File: config.mk
export PLATFORM = sky130hd
export DESIGN_NAME = lvl_irq_aggr
export DESIGN_NICKNAME = d
export VERILOG_FILES = /design/src/rtl/lia_pkg.sv /design/src/rtl/lia_regs.sv /design/src/rtl/lia_route.sv /design/src/rtl/lvl_irq_aggr.sv
export SDC_FILE = /design/constraint.sdc
export NUM_CORES = 1
export LEC_CHECK = 0
export BUFFER_PORTS_ARGS = -buffer_cell sky130_fd_sc_hd__buf_4
export CAP_MARGIN = 20
export CORE_MARGIN = 2
export CORE_UTILIZATION = 45
export DETAILED_ROUTE_END_ITERATION = 7
export PLACE_DENSITY = 0.67
export SLEW_MARGIN = 20
export SYNTH_ARGS = -nofsm -noshare
export SYNTH_HDL_FRONTEND = slang
export SYNTH_SLANG_ARGS = --single-unit
File: constraint.sdc
create_clock -name clk -period 3.6 [get_ports clk]
set_clock_uncertainty 0.1 [all_clocks]
set_input_delay 0.72 -clock clk [delete_from_list [all_inputs] [get_ports clk]]
set_output_delay 0.72 -clock clk [all_outputs]
set_load 0.02 [all_outputs]
File: src/rtl/lia_pkg.sv
package lia_pkg;

    localparam int WORD_W    = 32;
    localparam int MAX_BANKS = 4;
    localparam int BANK_W    = 2;
    localparam int ADDR_W    = 8;

    typedef logic [WORD_W-1:0] word_t;

    typedef enum logic [1:0] {
        REG_EN   = 2'd0,
        REG_STAT = 2'd1,
        REG_WAKE = 2'd2,
        REG_NONE = 2'd3
    } reg_sel_e;

    typedef struct packed {
        logic              hit;
        logic [BANK_W-1:0] bank;
        reg_sel_e          sel;
    } reg_dec_t;

    // Split an address into bank and register; hit only for implemented words.
    function automatic reg_dec_t reg_decode(input logic [ADDR_W-1:0] a, input int nb);
        reg_dec_t d;
        d.bank = a[5:4];
        case (a[3:0])
            4'h0:    d.sel = REG_EN;
            4'h4:    d.sel = REG_STAT;
            4'h8:    d.sel = REG_WAKE;
            default: d.sel = REG_NONE;
        endcase
        d.hit = (a[7:6] == 2'b00) && (int'(d.bank) < nb) && (d.sel != REG_NONE);
        return d;
    endfunction

endpackage

File: src/rtl/lia_regs.sv
module lia_regs
    import lia_pkg::*;
#(
    parameter int                      NB       = 4,
    parameter bit                      WAKE_CAP = 1'b1,
    parameter logic [NB*WORD_W-1:0]    FWD      = '0,
    parameter logic [NB*WORD_W-1:0]    USED     = '0
) (
    input  logic                        clk,
    input  logic                        rst,
    input  logic [ADDR_W-1:0]           addr,
    input  logic                        wr,
    input  word_t                       wdata,
    input  logic [NB-1:0][WORD_W-1:0]   src,
    output word_t                       rdata,
    output logic [NB-1:0][WORD_W-1:0]   en_q,
    output logic [NB-1:0][WORD_W-1:0]   wake_q
);

    reg_dec_t dec;
    assign dec = reg_decode(addr, NB);

    // Enable words: reset to the forward mask, rewritten by software.
    always_ff @(posedge clk) begin
        if (rst) begin
            for (int b = 0; b < NB; b++) begin
                en_q[b] <= FWD[b*WORD_W +: WORD_W];
            end
        end else if (wr && dec.hit && dec.sel == REG_EN) begin
            for (int b = 0; b < NB; b++) begin
                if (dec.bank == BANK_W'(b)) en_q[b] <= wdata;
            end
        end
    end

    // Wake words exist only when the block is built wake-capable.
    if (WAKE_CAP) begin : g_wake
        always_ff @(posedge clk) begin
            if (rst) begin
                wake_q <= '0;
            end else if (wr && dec.hit && dec.sel == REG_WAKE) begin
                for (int b = 0; b < NB; b++) begin
                    if (dec.bank == BANK_W'(b)) wake_q[b] <= wdata & USED[b*WORD_W +: WORD_W];
                end
            end
        end
    end else begin : g_no_wake
        assign wake_q = '0;
    end

    // Combinational read mux; anything not decoded reads zero.
    always_comb begin
        rdata = '0;
        for (int b = 0; b < NB; b++) begin
            if (dec.hit && dec.bank == BANK_W'(b)) begin
                case (dec.sel)
                    REG_EN:   rdata = en_q[b];
                    REG_STAT: rdata = src[b];
                    REG_WAKE: rdata = wake_q[b];
                    default:  rdata = '0;
                endcase
            end
        end
    end

endmodule

File: src/rtl/lia_route.sv
module lia_route
    import lia_pkg::*;
#(
    parameter int                          NB    = 4,
    parameter int                          NP    = 2,
    parameter logic [NP*NB*WORD_W-1:0]     ROUTE = '0
) (
    input  logic                        clk,
    input  logic                        rst,
    input  logic [NB-1:0][WORD_W-1:0]   src,
    input  logic [NB-1:0][WORD_W-1:0]   eff_en,
    output logic [NP-1:0]               irq_q
);

    logic [NB-1:0][WORD_W-1:0] pend;
    logic [NP-1:0]             hit;

    always_comb begin
        for (int b = 0; b < NB; b++) begin
            pend[b] = src[b] & eff_en[b];
        end
    end

    // Parent-major routing words: parent p, bank b at word p*NB+b.
    always_comb begin
        hit = '0;
        for (int p = 0; p < NP; p++) begin
            for (int b = 0; b < NB; b++) begin
                if (|(pend[b] & ROUTE[(p*NB+b)*WORD_W +: WORD_W])) hit[p] = 1'b1;
            end
        end
    end

    always_ff @(posedge clk) begin
        if (rst) irq_q <= '0;
        else     irq_q <= hit;
    end

endmodule

File: src/rtl/lvl_irq_aggr.sv
module lvl_irq_aggr
    import lia_pkg::*;
#(
    parameter int  NUM_BANKS    = 4,
    parameter int  NUM_PARENTS  = 2,
    parameter bit  WAKE_CAPABLE = 1'b1,
    parameter logic [NUM_BANKS*WORD_W-1:0] FWD_MASK =
        128'h00000000_80000001_00000000_000000FF,
    parameter logic [NUM_PARENTS*NUM_BANKS*WORD_W-1:0] ROUTE_MASK =
        256'h0000F000_F0000000_0000FFFF_FF000000_00000000_0000000F_FFFF0000_0000FFFF
) (
    input  logic                           clk,
    input  logic                           rst,
    input  logic [ADDR_W-1:0]              reg_addr,
    input  logic                           reg_wr,
    input  logic [WORD_W-1:0]              reg_wdata,
    output logic [WORD_W-1:0]              reg_rdata,
    input  logic [NUM_BANKS*WORD_W-1:0]    src_lvl,
    input  logic                           suspend,
    output logic [NUM_PARENTS-1:0]         parent_irq
);

    // Union of every parent's routing words: the set of used lines.
    function automatic logic [NUM_BANKS*WORD_W-1:0] used_bits();
        logic [NUM_BANKS*WORD_W-1:0] u;
        u = '0;
        for (int p = 0; p < NUM_PARENTS; p++) begin
            for (int b = 0; b < NUM_BANKS; b++) begin
                u[b*WORD_W +: WORD_W] = u[b*WORD_W +: WORD_W]
                                      | ROUTE_MASK[(p*NUM_BANKS+b)*WORD_W +: WORD_W];
            end
        end
        return u;
    endfunction

    localparam logic [NUM_BANKS*WORD_W-1:0] USED_MASK = used_bits();

    logic [NUM_BANKS-1:0][WORD_W-1:0] src_w;
    logic [NUM_BANKS-1:0][WORD_W-1:0] en_q;
    logic [NUM_BANKS-1:0][WORD_W-1:0] wake_q;
    logic [NUM_BANKS-1:0][WORD_W-1:0] eff_en;

    assign src_w = src_lvl;

    lia_regs #(
        .NB       (NUM_BANKS),
        .WAKE_CAP (WAKE_CAPABLE),
        .FWD      (FWD_MASK),
        .USED     (USED_MASK)
    ) u_regs (
        .clk    (clk),
        .rst    (rst),
        .addr   (reg_addr),
        .wr     (reg_wr),
        .wdata  (reg_wdata),
        .src    (src_w),
        .rdata  (reg_rdata),
        .en_q   (en_q),
        .wake_q (wake_q)
    );

    // Suspend widens the enable with the wake word; the saved enable is untouched.
    always_comb begin
        for (int b = 0; b < NUM_BANKS; b++) begin
            eff_en[b] = suspend ? (en_q[b] | wake_q[b]) : en_q[b];
        end
    end

    lia_route #(
        .NB    (NUM_BANKS),
        .NP    (NUM_PARENTS),
        .ROUTE (ROUTE_MASK)
    ) u_route (
        .clk    (clk),
        .rst    (rst),
        .src    (src_w),
        .eff_en (eff_en),
        .irq_q  (parent_irq)
    );

endmodule

# --- Word-level counts from Yosys, hierarchy flattened ---
# Index checks and enable logic that the tools add are counted.
# Widths: inputs -> output; s select.
totals:
  register_bits: 198
  inputBits: 172
  elab_cells: 72
  output_inout_bits: 34
op_classes:
  mux: 20
  n_eq_ne: 8
  bitwise_logic: 8
  reduce_logical: 27
op_table:
  columns: ["cell", "count"]
  rows:
  - ["$pmux 32 s3", 4]
  - ["$mux 32", 7]
  - ["$and 32x32->32", 3]
  - ["$or 32x32->32", 3]
  - ["$reduce_or 16->1", 3]
  - ["$and 16x16->16", 1]
  - ["$mux 16", 1]
  - ["$or 16x16->16", 1]
  - ["$reduce_and 2->1", 8]
  - ["$reduce_or 4->1", 3]
  - ["$logic_and 1x1->1", 8]
  - ["$reduce_or 8->1", 1]
  - ["$mux 1", 7]
  - ["$eq 2x2->1 const B", 3]
  - ["$logic_not 2->1", 3]
  - ["$pmux 2 s3", 1]
  - ["$eq 2x1->1 const B", 2]
  - ["$eq 4x3->1 const B", 1]
  - ["$eq 4x4->1 const B", 1]
  - ["$logic_not 4->1", 1]
  - ["$ne 2x2->1 const B", 1]

# --- Longest topological paths before layout ---
# Gate-level depths: netlist (run 1).
logic_depth:
  ltp_word: 9
  depth_mapped: 8
  depth_no_buf: 5

# --- Cells and area by module ---
# A second synthesis (run 1) with hierarchy kept.
hier_totals:
  hier_cells: 1585
  hier_area_um2: 11752.5
modules_own_cells:
  columns: ["module", "cells_per_inst", "area_each_um2", "instances", "seq_area_each_um2"]
  rows:
  - ["lia_regs", 1395, 10262.3, 1, 3923.8]
  - ["lvl_irq_aggr", 142, 1114.8, 1, 0.0]
  - ["lia_route", 48, 375.4, 1, 40.0]

# --- Worst setup path after synthesis (run 1) ---
# OpenSTA, ideal clock, no wires.
synth_path:
  path_type: "in2out"
  start: "in reg_addr[3]"
  end: "out reg_rdata[12]"
  required_ns: 2.780
  path_buffers: 3
  setup_slack_ns: 0.523
  arrival_ns: 2.257
  cell_stages: 8
  path_cell_list: "nor2b_1 -> buf_2 -> buf_2 -> buf_2 -> nand2_1 -> o211ai_1 -> a31oi_1 -> nor4_1"
synth_between:
  elab_chain_cells: 9
  elab_cells_between_ends: 21
  classes_between: "5 x eq/ne; 9 x mux; 7 x reduce/logical"
synth_rtl:
  columns: ["element", "line_no", "source"]
  rows:
  - ["start: declaration", "lvl_irq_aggr.sv:14", "input logic [ADDR_W-1:0] reg_addr,"]
  - ["$eq 4x4->1 (tied with other cells)", "lia_pkg.sv:27", "case (a[3:0])"]
  - ["$pmux 2 s3 *", "lia_pkg.sv:27", null]
  - ["parallel branches: the longest is 6 deep, another holds $pmux 32 s3", null, null]
  - ["$mux 32 *", "lia_regs.sv:55", "if (dec.hit && dec.bank == BANK_W'(b)) begin"]
  - ["end: declaration", "lvl_irq_aggr.sv:17", "output logic [WORD_W-1:0] reg_rdata,"]
# Mark *: on every way between the ends.

# --- Final worst setup path (run 1) ---
layout_path:
  start: "in reg_addr[3]"
  end: "out reg_rdata[30]"
# Same word-level chain as after synthesis.

==> results of run 1 <==
-- critical path: stages --
cell and delay (ns):
buf_4 0.17, or3_1 0.42, or3_1 0.66, o2bb2ai_1 0.33, buf_4 0.19
-- cell type report --
cell class / instances / share of cell area, %
clock inverters: 10 / 1.099
inverters: 7 / 0.1973
well taps: 319 / 2.998
diodes: 1 / 0.01879
repair buffers: 257 / 15.58
flip-flops and latches: 198 / 29.77
clock buffers: 21 / 3.383
multi-input cells: 1070 / 46.96
-- worst paths after layout --
check                                   endpoint  cells after the start
worst min-delay path             u_regs.en_q[89]                      2
worst max register to register  u_route.irq_q[1]                      5
worst min register to register   u_regs.en_q[89]                      2
worst max-delay path               reg_rdata[30]                      5
-- power groups by stage --
stage | Clock (mW) | Combinational (mW) | Sequential [mW]
after CTS | 2.01 | 0.603 | 2.19
after floorplan | 0 | 0.271 | 2.24
after detailed placement | 0 | 0.601 | 2.24
after global placement | 0 | 0.600 | 2.24
final | 2.00 | 0.616 | 2.19
after global routing | 2.10 | 0.644 | 2.19
-- cells by family (layout without fill, tap and decap cells) --
| family | count (synthesis) | count (layout) | share of synthesized area, % |
|---|---|---|---|
| AND/OR/NAND/NOR | 497 | 497 | 19.05 |
| AO/OA/AOI/OAI | 456 | 456 | 26.54 |
| flip-flops | 198 | 198 | 36.77 |
| buffers and inverters | 129 | 295 | 5.455 |
| multiplexers | 117 | 117 | 12.19 |
| other | 0 | 1 | 0 |
-- metrics by stage --
| step | area, µm² | cells |
|---|---|---|
| 5_1_grt | 13310 | 1882 |
| 3_5_place_dp | 12720 | 1851 |
| 6_report | 13320 | 1883 |
| 3_3_place_gp | 12720 | 1851 |
| 2_1_floorplan | 10780 | 1397 |
| 4_1_cts | 13310 | 1882 |
-- metal layers --
layer / share of wire [%] / wire length, µm / GRT usage (%) / up-vias
li1: - / - / - / 5235
met1: 40 / 16550 / 41.20 / 5302
met2: 44 / 18430 / 49.54 / 685
met3: 11 / 4421 / 7.053 / 149
met4: 5.2 / 2183 / 16.10 / 0
met5: 0 / 0 / 0 / -
-- flip-flops by register name (all words and copies together), names as in the netlist --
signal and cells:
u_regs.en_q 128, u_regs.wake_q 68, u_route.irq_q 2
-- placed cells by master, fill, tap and decap left out, drive strengths merged, types with 10 or more instances in the layout --
cell	Yosys	layout
nor2	33	33
nand3b	10	10
mux2i	75	75
buf	55	257
a221oi	13	13
a21o	62	62
clkbuf	67	21
dfxtp	198	198
o22ai	20	20
inv	7	10
o211ai	13	13
mux2	34	34
a21oi	228	228
a22oi	38	38
o22a	11	11
nand2	405	405
nor3	10	10
o21ai	24	24
o2bb2ai	14	14
==> run metrics, run 1 <==
Die Span Y=158.8 µm; PwrDens=361.4 mW/mm²; yosys warns=0; DR pass1 iterations=6; Gate Count Post-Synth=1397; Setup crit start kind=input pin; fin. max-slew vios=0; core box area=0.02347 mm²; CP arrival=2.50 ns; min cycle time layout=3.323 ns; fin nets=1723; CTS tree=built; IO Port Bufs=205; synth top area cells=dfxtp_1, nand2_1, a21oi_1, mux2i_1, a21o_1; Final Hold Viols=0; top cell type by total area after synthesis=dfxtp_1; asr flop ratio synth=0%; multi-input combinational cell area=0.006252 mm²; Congestion Overflow GR=0; Area growth syn-to-layout=23.51%; CP Launch Point=reg_addr[3]; fin crit share=92.30%; first-pass GRT wire length=62410 µm; total power draw=4.812 mW; vias in the first global route=10630; count leader, synth=nand2_1; fill count=2232; postcts setup bufs=0; Rel. slew slack=35.18%; hold_sp=u_regs.en_q[89]; Final setup viols=0; die area=0.02521 mm²; Root Driver=clkbuf_16; Antenna Nets Post-Route=0; #FFs+latches synth=198; CTS clk-pin slew, worst paths=0.07 ns; Flop pwr share=45.5%; switching share of total power=25.64%; initial antenna violation count=1; Critical Path RT=2.78 ns; largest net degree at the start of global routing=86; site row count=56; placer congestion estimate=0.9066; DRC Markers=0; die width=158.8 µm; Via-to-Cell Ratio=6.039; DRT Wirelength=41590 µm; post-CTS sizing=0; Post-synth EDFFs=0; Place WS=0.2619 ns; clk buf depth=2; Avg WL per Cell=22.09 µm; outcome=complete, no violations; hold buffer count at cts=0; setup TNS=0 ns; CP Max Fanout=12; DRT iter0 DRCs=1343; Clock Latency Late Sink=0.44 ns; via count=11371; register area share after synthesis=36.77%; max-cap check violation count=0; # IOs=206; dpl hpwl=28310 µm; number of distinct library cells after synthesis=47; slack of the critical path=0.2772 ns; Clock Power Share=41.7%; final core utilization=56.73%; VDD IR max=0.3184 mV; synth cell count leaders=nand2_1, a21oi_1, dfxtp_1; Leak Pwr=5.378 nW; layout cell share with drive strength beyond 1=21.88%; Total Routing Usage GR=31.74%; R2R Path Start=u_regs.en_q[46]; NetSw=1.234 mW; unrepaired setup endpoints after global routing=no; internal power=3.578 mW; synthesized area per cell=7.717 µm²; Synth Flop Type=dfxtp_1; Register Area=0.003964 mm²; Setup CP Type=in2out; H-Tree Depth=4; Worst Hold Class=reg2reg; syn nets=1569; WHS=0.3535 ns; post-synthesis cell area=0.01078 mm²; Comb power frac=12.8%; crit end category=output port; top cell type's share of synthesized area=36.77%; Fmax=301.0 MHz; clock sink total=198; Worst R2R Setup Slack=1.61 ns; initial cell density of the core=45.93%; Inserted Clock Buffers=17; worst slew pin tran=0.9723 ns
Note: power is estimated with default switching activity, not from simulation.
==> inputs of run 2 (changes only) <==
ABC_AREA = 1   (was unset)
GPL_ROUTABILITY_DRIVEN = 0   (was unset)
==> run 2 against run 1 <==
Compared with the run above: via count rose by 5.1%; wire length is 5.1% lower; worst setup slack improved by 0.20 ns; cell count is 19% higher; core utilization is 0.65 points lower; clock-buffer cell count shrank 2; synthesized cell count rose by 26%; worst hold slack improved by 0.016 ns; flip-flop and latch count did not move.
==> run metrics, run 2 <==
crit end category=output port; unrepaired setup endpoints after global routing=no; yosys warns=0 (unchanged); PwrDens=350.0 mW/mm² (-3.1%); Congestion Overflow GR=0 (unchanged); layout cell share with drive strength beyond 1=15.25% (-6.6 points); post-CTS sizing=0 (unchanged); Gate Count Post-Synth=1755 (+26%); synth cell count leaders=nand2_1, nor2_1, dfxtp_1; routing usage on met1=40.94% (-0.26 points); Setup crit start kind=input pin; Critical Path RT=2.78 ns (about the same); commonest non-fill, non-tap cell in the layout=nand2_1; Biggest register=u_regs.en_q; Rel. slew slack=38.62% (+3.4 points); register area share after synthesis=36.99% (+0.22 points); core box area=0.02340 mm² (-0.30%); Worst Hold Class=reg2reg; Reg2Reg Depth=8 (+3); CTS tree=built; worst slew pin tran=0.9193 ns (-0.05295 ns); Worst R2R Setup Slack=1.94 ns (+0.33 ns); CP Launch Point=reg_addr[3]; dpl hpwl=26310 µm (-7.0%); DRC Markers=0 (unchanged); die area=0.02507 mm² (-0.58%); largest net degree at the start of global routing=96 (+12%); Setup CP Type=in2out; CTS clk-pin slew, worst paths=0.07 ns (about the same); top cell type's share of synthesized area=36.99% (+0.22 points); synth top area cells=dfxtp_1, nand2_1, nor2_1, o21ai_0, inv_1; Via-to-Cell Ratio=5.349 (-11%); Total Routing Usage GR=31.50% (-0.24 points); CP arrival=2.30 ns (-0.20 ns); DRT Wirelength=39480 µm (-5.1%); clk buf depth=2 (unchanged); most frequent cells in the layout=nand2_1, nor2_1, buf_4; CP Max Fanout=31 (+19); DRT iter0 DRCs=1081 (-20%); Root Driver=clkbuf_16; Post-synth EDFFs=0 (unchanged); largest registers=u_regs.en_q (128), u_regs.wake_q (68), u_route.irq_q (2); R2R Path Start=u_regs.wake_q[95]; fin crit share=86.69% (-5.6 points); Antenna Cells=0 (-1); die width=158.3 µm (-0.29%); site row count=56 (unchanged); met3 usage=6.042% (-1.0 points); Final Hold Viols=0 (unchanged); #FFs+latches synth=198 (unchanged); Leak Pwr=6.036 nW (+12%); fill count=2379 (+6.6%); clock sink total=198 (unchanged); vias in the first global route=11058 (+4.0%); asr flop ratio synth=0% (unchanged); top cell type by total area after synthesis=dfxtp_1; post-synthesis cell area=0.01072 mm² (-0.59%); Clock Latency Late Sink=0.44 ns (about the same); syn nets=1927 (+23%); fin. max-slew vios=0 (unchanged); M2 GR Usage=51.70% (+2.2 points); setup TNS=0 ns (unchanged); Top Usage Layer GRT=met2; Reg-to-Reg End=u_route.irq_q[1]; Area growth syn-to-layout=22.46%; Final setup viols=0 (unchanged); # IOs=206 (unchanged); initial cell density of the core=45.79% (-0.14 points); Inserted Clock Buffers=17 (unchanged); Largest register FFs=128 (unchanged); Antenna Nets Post-Route=0 (unchanged); H-Tree Depth=4 (unchanged); Synth Flop Type=dfxtp_1; outcome=complete, no violations; postcts setup bufs=0 (unchanged); hold buffer count at cts=0 (unchanged); fin nets=2074 (+20%); via count=11949 (+5.1%); Die Span Y=158.3 µm (-0.29%); Avg WL per Cell=17.67 µm (-20%); number of distinct library cells after synthesis=22 (-53%); IO Port Bufs=205 (unchanged); Fmax=320.4 MHz (+6.5%); DR pass1 iterations=6 (unchanged); count leader, synth=nand2_1; first-pass GRT wire length=60230 µm (-3.5%); WHS=0.3694 ns (+0.01584 ns); initial antenna violation count=0 (-1); max-cap check violation count=0 (unchanged); worst setup path endpoint=reg_rdata[1]; synthesized area per cell=6.106 µm² (-21%); min cycle time layout=3.121 ns (-0.2021 ns); VDD IR max=0.3297 mV (+3.5%)
## run 2: changes by cell type in the layout (fill, tap and decap cells not counted), sizes merged, moves of 17 or more
cell / change
buf: -18
inv: +153
mux2: -34
nand4: +25
a21o: -62
a22oi: -38
nand2: +167
mux2i: -75
nor2: +258
o21ai: +213
a21oi: -149
o211ai: +25
o22ai: -17
## run 2: area by class of cell
class,count,area (µm²),share of cell area [%]
Multi-Input combinational cell,1291,5713,43.53
Sequential cell,198,3964,30.20
Timing Repair Buffer,239,1857,14.15
Inverter,155,585.6,4.462
Clock buffer,19,452.9,3.451
Tap cell,319,399.1,3.041
Clock inverter,13,152.6,1.163
## run 2: worst min path at each step
| stage | depth (start not counted) | start | endpoint |
|---|---|---|---|
| after CTS | 2 | u_regs.wake_q[108] | u_regs.wake_q[108] |
| after global placement | 2 | u_regs.wake_q[25] | u_regs.wake_q[25] |
| after floorplan | 2 | u_regs.wake_q[0] | u_regs.wake_q[0] |
| after detailed placement | 2 | u_regs.wake_q[108] | u_regs.wake_q[108] |
| after global routing | 2 | u_regs.wake_q[108] | u_regs.wake_q[108] |
| final | 2 | u_regs.wake_q[108] | u_regs.wake_q[108] |
## run 2: per-stage QoR
stage	setup WS, ns	cell area (µm²)	instances	util (%)	total power, mW
5_1_grt	0.2930	13120	2234	56.08	4.733
3_3_place_gp	0.5127	12520	2202	53.49	2.634
6_report	0.4793	13120	2234	56.08	4.594
4_1_cts	0.5090	13120	2234	56.08	4.608
2_1_floorplan	0.9368	10720	1755	-	2.374
3_5_place_dp	0.5163	12520	2202	53.49	2.634
## run 2: cells by family (layout without fill, tap and decap cells)
group / after synthesis / after routing / synth area share [%]
simple gates: 904 / 904 / 33.08
compound gates: 387 / 387 / 20.05
buf+inv: 266 / 426 / 9.889
flops: 198 / 198 / 36.99
## run 2: critical path, stage by stage
cell and delay [ns]:
buf_4 0.12, inv_1 0.06, nor2_1 0.05, nand2_2 0.33, buf_4 0.42, o221ai_1 0.16, nand2_1 0.09, nand4_1 0.14
buf_4 0.20
## run 2: power breakdown
| part | total, mW | internal, mW | switching, mW |
|---|---|---|---|
| Sequential | 2.19 | 2.19 | 0.00116 |
| Combinational | 0.397 | 0.170 | 0.227 |
| Clock | 2.01 | 1.03 | 0.973 |
| Total | 4.59 | 3.39 | 1.20 |
## run 2: per-layer routing
| metal | part of all wire [%] | vias up |
|---|---|---|
| met4 | 3.5 | 0 |
| met3 | 8.9 | 93 |
| met5 | 0 | - |
| li1 | - | 5882 |
| met2 | 46 | 541 |
| met1 | 42 | 5433 |
